File: src/rtl/pwrseq_pkg.sv
package pwrseq_pkg;

  typedef enum logic [2:0] {
    ST_IDLE,
    ST_BOOT,
    ST_SLOT,
    ST_POST,
    ST_DONE
  } seq_st_e;

  localparam int DLY_W = 2;

  // slot delay code to milliseconds; code 0 (unused) waits nothing
  function automatic logic [2:0] code_to_ms(input logic [DLY_W-1:0] code);
    case (code)
      2'd2:    code_to_ms = 3'd1;
      2'd3:    code_to_ms = 3'd4;
      default: code_to_ms = 3'd0;
    endcase
  endfunction

endpackage

File: src/rtl/pwrseq_tick.sv
module pwrseq_tick #(
  parameter int TICK_DIV = 1000,
  parameter int MS_W     = 7
) (
  input  logic            clk,
  input  logic            rst_n,
  input  logic            clr_i,
  output logic [MS_W-1:0] ms_o
);

  localparam int PRE_W = (TICK_DIV > 1) ? $clog2(TICK_DIV) : 1;
  localparam logic [PRE_W-1:0] PRE_LAST = PRE_W'(TICK_DIV - 1);
  localparam logic [MS_W-1:0]  MS_MAX   = {MS_W{1'b1}};

  logic [PRE_W-1:0] pre_q, pre_d;
  logic [MS_W-1:0]  ms_q, ms_d;

  always_comb begin
    pre_d = pre_q;
    ms_d  = ms_q;
    if (clr_i) begin
      pre_d = '0;
      ms_d  = '0;
    end else if (pre_q == PRE_LAST) begin
      pre_d = '0;
      if (ms_q != MS_MAX) ms_d = ms_q + 1'b1;
    end else begin
      pre_d = pre_q + 1'b1;
    end
  end

  always_ff @(posedge clk or negedge rst_n) begin
    if (!rst_n) begin
      pre_q <= '0;
      ms_q  <= '0;
    end else begin
      pre_q <= pre_d;
      ms_q  <= ms_d;
    end
  end

  assign ms_o = ms_q;


  ms_step_chk: assert property (@(posedge clk) disable iff (!rst_n)
    !clr_i |=> (ms_q == $past(ms_q) || ms_q == $past(ms_q) + 1'b1));

endmodule

File: src/rtl/pwrseq_slot_dec.sv
module pwrseq_slot_dec
  import pwrseq_pkg::*;
#(
  parameter int SLOTS  = 6,
  parameter int RAILS  = 8,
  parameter int IDX_W  = 3,
  parameter int RAIL_W = 3
) (
  input  logic [IDX_W-1:0]        idx_i,
  input  logic [SLOTS*RAIL_W-1:0] slot_rail_i,
  input  logic [SLOTS*DLY_W-1:0]  slot_dly_i,
  input  logic [DLY_W-1:0]        x7_dly_i,
  output logic [2:0]              ms_o,
  output logic [RAILS-1:0]        set_o,
  output logic                    gpio_o,
  output logic                    low_o
);

  localparam logic [RAIL_W-1:0] XRAIL = RAIL_W'(RAILS - 1);

  logic [RAIL_W-1:0] rail_f [SLOTS];
  logic [DLY_W-1:0]  dly_f  [SLOTS];

  for (genvar g = 0; g < SLOTS; g++) begin : g_field
    assign rail_f[g] = slot_rail_i[g*RAIL_W +: RAIL_W];
    assign dly_f[g]  = slot_dly_i[g*DLY_W +: DLY_W];
  end

  logic [DLY_W-1:0]  code;
  logic [RAIL_W-1:0] rsel;

  always_comb begin
    code   = x7_dly_i;
    rsel   = XRAIL;
    set_o  = '0;
    gpio_o = 1'b0;
    low_o  = 1'b0;
    if (int'(idx_i) < SLOTS) begin
      code = dly_f[int'(idx_i)];
      rsel = rail_f[int'(idx_i)];
      if (code != '0) begin
        if (rsel == '0)        gpio_o = 1'b1;
        else if (rsel != XRAIL) set_o = RAILS'(1) << rsel;
      end
    end else if (code != '0) begin
      set_o = RAILS'(1) << XRAIL;
      low_o = 1'b1;
    end
    ms_o = code_to_ms(code);
  end

endmodule

File: src/rtl/pwrseq_top.sv
module pwrseq_top
  import pwrseq_pkg::*;
#(
  parameter int TICK_DIV    = 1000,
  parameter int SLOTS       = 6,
  parameter int RAILS       = 8,
  parameter int BOOT_MS     = 5,
  parameter int PG_MS       = 3,
  parameter int RST_STEP_MS = 10,
  parameter int RST_CODES   = 11,
  parameter int CODE_W      = 4
) (
  input  logic                    clk,
  input  logic                    rst_n,
  input  logic                    pwr_req_i,
  input  logic                    off_req_i,
  input  logic [SLOTS*$clog2(RAILS)-1:0] slot_rail_i,
  input  logic [SLOTS*2-1:0]      slot_dly_i,
  input  logic [1:0]              x7_dly_i,
  input  logic [CODE_W-1:0]       rst_code_i,
  output logic [RAILS-1:0]        rail_en_o,
  output logic                    gpio_stb_o,
  output logic                    lowv_o,
  output logic                    pwr_good_o,
  output logic                    sys_rst_n_o
);

  localparam int RAIL_W = $clog2(RAILS);
  localparam int IDX_W  = $clog2(SLOTS + 1);
  localparam int MAX_MS = RST_STEP_MS * RST_CODES;
  localparam int MS_W   = $clog2(MAX_MS + 1);

  seq_st_e           st_q, st_d;
  logic [IDX_W-1:0]  idx_q, idx_d;
  logic [RAILS-1:0]  rail_q, rail_d;
  logic              gpio_q, gpio_d, low_q, low_d, pg_q, pg_d, nrst_q, nrst_d;
  logic              clr;
  logic [MS_W-1:0]   ms;
  logic [2:0]        dec_ms;
  logic [RAILS-1:0]  dec_set;
  logic              dec_gpio, dec_low;
  logic [MS_W-1:0]   rst_ms;

  pwrseq_tick #(.TICK_DIV(TICK_DIV), .MS_W(MS_W)) u_tick (
    .clk(clk), .rst_n(rst_n), .clr_i(clr), .ms_o(ms)
  );

  pwrseq_slot_dec #(.SLOTS(SLOTS), .RAILS(RAILS), .IDX_W(IDX_W), .RAIL_W(RAIL_W)) u_dec (
    .idx_i(idx_q), .slot_rail_i(slot_rail_i), .slot_dly_i(slot_dly_i),
    .x7_dly_i(x7_dly_i), .ms_o(dec_ms), .set_o(dec_set),
    .gpio_o(dec_gpio), .low_o(dec_low)
  );

  always_comb begin
    int unsigned c;
    c = (int'(rst_code_i) > RST_CODES - 1) ? RST_CODES - 1 : int'(rst_code_i);
    rst_ms = MS_W'((c + 1) * RST_STEP_MS);
  end

  always_comb begin
    st_d   = st_q;
    idx_d  = idx_q;
    rail_d = rail_q;
    gpio_d = 1'b0;
    low_d  = low_q;
    pg_d   = pg_q;
    nrst_d = nrst_q;
    clr    = 1'b0;
    if (off_req_i) begin
      st_d   = ST_IDLE;
      idx_d  = '0;
      rail_d = '0;
      low_d  = 1'b0;
      pg_d   = 1'b0;
      nrst_d = 1'b0;
      clr    = 1'b1;
    end else begin
      case (st_q)
        ST_IDLE: begin
          clr = 1'b1;
          if (pwr_req_i) begin
            st_d      = ST_BOOT;
            rail_d[0] = 1'b1;
          end
        end
        ST_BOOT: begin
          if (ms == MS_W'(BOOT_MS)) begin
            st_d  = ST_SLOT;
            idx_d = '0;
            clr   = 1'b1;
          end
        end
        ST_SLOT: begin
          if (ms == MS_W'(dec_ms)) begin
            rail_d = rail_q | dec_set;
            gpio_d = dec_gpio;
            low_d  = low_q | dec_low;
            clr    = 1'b1;
            if (idx_q == IDX_W'(SLOTS)) st_d = ST_POST;
            else idx_d = idx_q + 1'b1;
          end
        end
        ST_POST: begin
          if (ms == MS_W'(PG_MS)) pg_d = 1'b1;
          if (ms == rst_ms) begin
            nrst_d = 1'b1;
            st_d   = ST_DONE;
          end
        end
        ST_DONE: ;
        default: st_d = ST_IDLE;
      endcase
    end
  end

  always_ff @(posedge clk or negedge rst_n) begin
    if (!rst_n) begin
      st_q   <= ST_IDLE;
      idx_q  <= '0;
      rail_q <= '0;
      gpio_q <= 1'b0;
      low_q  <= 1'b0;
      pg_q   <= 1'b0;
      nrst_q <= 1'b0;
    end else begin
      st_q   <= st_d;
      idx_q  <= idx_d;
      rail_q <= rail_d;
      gpio_q <= gpio_d;
      low_q  <= low_d;
      pg_q   <= pg_d;
      nrst_q <= nrst_d;
    end
  end

  assign rail_en_o   = rail_q;
  assign gpio_stb_o  = gpio_q;
  assign lowv_o      = low_q;
  assign pwr_good_o  = pg_q;
  assign sys_rst_n_o = nrst_q;


  off_clear_chk: assert property (@(posedge clk) disable iff (!rst_n)
    off_req_i |=> (rail_en_o == '0 && !pwr_good_o && !sys_rst_n_o && !gpio_stb_o && !lowv_o));


  rail_mono_chk: assert property (@(posedge clk) disable iff (!rst_n)
    !off_req_i |=> (($past(rail_en_o) & ~rail_en_o) == '0));


  primary_first_chk: assert property (@(posedge clk) disable iff (!rst_n)
    !rail_en_o[0] |-> (rail_en_o == '0 && !pwr_good_o && !sys_rst_n_o));


  rst_after_pg_chk: assert property (@(posedge clk) disable iff (!rst_n)
    sys_rst_n_o |-> pwr_good_o);


  lowv_rail_chk: assert property (@(posedge clk) disable iff (!rst_n)
    lowv_o |-> rail_en_o[RAILS-1]);


  pg_rise_chk: assert property (@(posedge clk) disable iff (!rst_n)
    $rose(pwr_good_o) |-> (st_q == ST_POST || st_q == ST_DONE));

endmodule

File: config.mk
export PLATFORM = sky130hd
export DESIGN_NAME = pwrseq_top
export DESIGN_NICKNAME = d
export VERILOG_FILES = /design/src/rtl/pwrseq_pkg.sv /design/src/rtl/pwrseq_tick.sv /design/src/rtl/pwrseq_slot_dec.sv /design/src/rtl/pwrseq_top.sv
export SDC_FILE = /design/constraint.sdc
export NUM_CORES = 1
export LEC_CHECK = 0
export ABC_CLOCK_PERIOD_IN_PS = 2840
export CAP_MARGIN = 30
export CORE_MARGIN = 5
export CORE_UTILIZATION = 40
export DETAILED_ROUTE_END_ITERATION = 7
export PLACE_DENSITY = 0.67
export REMOVE_ABC_BUFFERS = 1
export SYNTH_ARGS = -nofsm -noshare
export SYNTH_HDL_FRONTEND = slang
export SYNTH_SLANG_ARGS = --single-unit
File: constraint.sdc
create_clock -name clk -period 2.84 [get_ports clk]
set_clock_uncertainty 0.2 [all_clocks]
set_input_delay 0.426 -clock clk [delete_from_list [all_inputs] [get_ports clk]]
set_output_delay 0.426 -clock clk [all_outputs]
set_load 0.05 [all_outputs]
==> results.md <==
* DRT Pass-1 Iters at 5
* Final WS setup at -61.7 ps
* RR Endpoint: idx_q[1]
* DRC at 0
* Skew-Pair Late Insertion Delay at 290 ps
* Area Growth Syn to Fin at 41.3%
* 1st-iter DRT viols at 116
* Fin cells at 432
* EDFF count, synth at 0
* FF-to-FF path depth at 6
* Routed wire length per instance at 14.6 µm
* Diodes inserted at 0
* Fin. Hold Viols at 0
* Global route overflow at 0
* DIE AREA at 7790 µm²
* Pleak at 1.41 nW
* Final Setup Violations at 2
* Hold depth at 1
* RSZ-0062 raised after global routing: yes
* Max Slew Vio Count at 0
* Top delay family on crit path: buffers and inverters
* Most instantiated cells after synthesis: nor2_1, dfrtp_1, inv_1, nand2_1, a21oi_1
* Hold worst-path end: u_tick.pre_q[0]
* CP Data Required Time at 2880 ps
* Buf+Inv Stages, Crit Path at 15
* Cells after Synth at 277
* Largest family of logic cells by synthesized area: simple AND/OR/NAND/NOR gates
* Final hold slack at 281 ps
* Setup slack, reg-to-reg at 190 ps
* Syn Std Cell Area at 2450 µm²
* Initial antenna violation count at 0
* Synth Flop Type: dfrtp_1
* IO Port Bufs at 51
* Power per cell area at 463 nW/µm²
* Number of global-route vias before repair at 2285
* Core area at 5920 µm²
* Max-cap viol count at 0
* Xor and xnor area share after synthesis at 7.15%
* Die Wd at 88.2 µm
* Hold path start: u_tick.pre_q[0]
* Fmax at 0.345 GHz
* CP Cell Sequence: clkdlybuf4s15_1 -> nand2_1 -> inv_2 -> buf_4 -> buf_4 -> buf_4 -> buf_4 -> buf_4 -> buf_4 -> buf_4 -> buf_4 -> buf_4 -> buf_4 -> buf_4 -> buf_4 -> xnor2_1 -> nor3_2 -> buf_4 -> o41ai_2 -> o22a_1
* First-pass GRT wire length at 10.5 mm
* CP max stage delay at 190 ps
* Synth top area cells: dfrtp_1, nor2_1, ha_1, xnor2_1, mux2i_1
* Worst Tran Pin Value at 531 ps
* Rel. slew slack at 64.5%
* Synth top area share at 35.8%
* Area leader, netlist: dfrtp_1
* Global Route Usage Sum at 17.2%
* Clock transition at the registers of the reported paths at 80 ps
* Clock Path Buffers at 2
* Dpl hpwl at 4.70 mm
* Die height at 88.2 µm
* Final Cell Area at 3460 µm²
* H-Tree Depth at 2
* Placed cells at 412
* Initial Util at 41.4%
* Final nets at 407
* Fin crit period at 2900 ps
* Post-synthesis mux area share at 7.36%
* Clock root buffer: clkbuf_8
* Via density at 5.23
* Top-count cell post-synth: nor2_1
* Critical Path AT at 2940 ps
* Worst-path fanout max at 4
* Via count at 2260
* Largest net degree at the start of global routing at 36
* Yosys reg bits at 35
* I/O pins at 52
* Setup CP Type: in2reg
* Synth Area in Adders at 5.93%
* Fillers at 518
* Slowest CP cell: o41ai_2
* Syn avg cell area at 8.84 µm²
* Synth async-reset ratio at 100%
* Synth Area in Compound Gates at 16.7%
* Worst Setup End Kind: register
* Syn. warnings at 0
* Register area at 876 µm²
* WL final at 6.31 mm
* Post-synth cell types at 50
* CTS sink count at 35
* R2r startpoint: idx_q[1]
* Cell Rows at 28
* Placed inst area at 3150 µm²
* Register area share after synthesis at 35.8%
* Status: complete, but fails checks
* CTS buffer count at 5
* Most common cell on crit path: buf_4
* Period Utilization, post-route at 102%
* Antenna Nets Post-Route at 0
* Startpoint types: input port
* Setup TNS at -86.9 ps
* CTS tree: done
* Synth Area in Simple Gates at 22.0%
* Failing checks: setup timing
* Footprint of the multi-input gates at 1550 µm²
* Routability congestion estimate at 0.858
* Share of cells above drive strength 1 at 19.6%
* Hold Path Class: reg2reg
* Worst VDD drop at 0.312 mV
-- layout by cell type (no fill, tap or decap), types with 3 or more instances in the layout --
master	instances
nor2_1	37
buf_4	29
xor2_1	7
mux2i_1	9
a31oi_1	3
clkbuf_8	6
nand2_1	18
or2_2	4
and3_1	4
clkdlybuf4s50_1	47
nor3b_1	4
xnor2_1	11
dfrtp_1	35
a21oi_1	16
nand4_1	7
nor3_1	9
a21o_1	3
nand2b_1	4
ha_1	6
nand3_1	7
nor4_1	3
mux4_2	3
ha_4	4
nor2b_1	3
buf_6	4
o21ai_0	8
inv_1	16
o22ai_1	8
a211oi_1	4
-- layer usage --
layer / track usage (%) / vias to the layer above / routed length (µm)
met1: 22.3 / 1053 / 2890
met2: 28.3 / 45 / 3000
met3: 3.72 / 15 / 289
li1: - / 1147 / -
met4: 6.04 / 0 / 127
met5: 0 / - / 0
-- state kept, by name (all words and copies together) (netlist names) --
name and cells:
gpio_stb_o 1, idx_q 3, lowv_o 1, pwr_good_o 1, rail_en_o 8, st_q 3, sys_rst_n_o 1, u_tick.ms_o 7
u_tick.pre_q 10
-- power by group --
group          internal [mW]  switching, mW
Clock                  0.289          0.199
Sequential             0.524         0.0458
Combinational          0.271          0.274
Total                   1.08          0.518
-- stage by stage --
stage / setup WS (ps) / util [%] / power (mW)
2_1_floorplan: -284 / - / 0.888
3_3_place_gp: -800 / 53.1 / 1.06
3_5_place_dp: -906 / 53.1 / 1.07
4_1_cts: -54.0 / 58.1 / 1.61
5_1_grt: -195 / 58.5 / 1.70
6_report: -61.7 / 58.5 / 1.60
-- final cells by class --
cell class	instances	area share [%]
Multi-Input combinational cell	213	44.8
Clock inverter	2	1.12
Sequential cell	35	25.3
Tap cell	75	2.71
Timing Repair Buffer	82	21.6
Clock buffer	6	2.39
Inverter	19	2.06
-- worst max-delay path by stage --
| stage | startpoint | endpoint | slack (ps) | cells after the start |
|---|---|---|---|---|
| 2_1_floorplan | rst_code_i[2] | st_q[1] | -280 | 14 |
| 3_3_place_gp | rst_code_i[2] | st_q[0] | -800 | 17 |
| 3_5_place_dp | rst_code_i[2] | st_q[0] | -910 | 17 |
| 4_1_cts | rst_code_i[3] | st_q[1] | -50 | 16 |
| 5_1_grt | rst_code_i[0] | st_q[0] | -190 | 20 |
| 6_report | rst_code_i[0] | st_q[0] | -60 | 20 |
-- cell families after synthesis --
group,Yosys count
xor+xnor,20
simple gates,108
flops,35
other cells,1
fa+ha+maj,11
compound gates,59
mux,14
buf+inv,29
-- repair_timing --
action | in CTS | in global routing
setup endpoints to repair | 4 | 5
resized for setup | 32 | 3
pin swaps | 16 | 4
setup buffers | 12 | 0
hold buffers | 0 | 0
(Power assumes the default switching activity.)
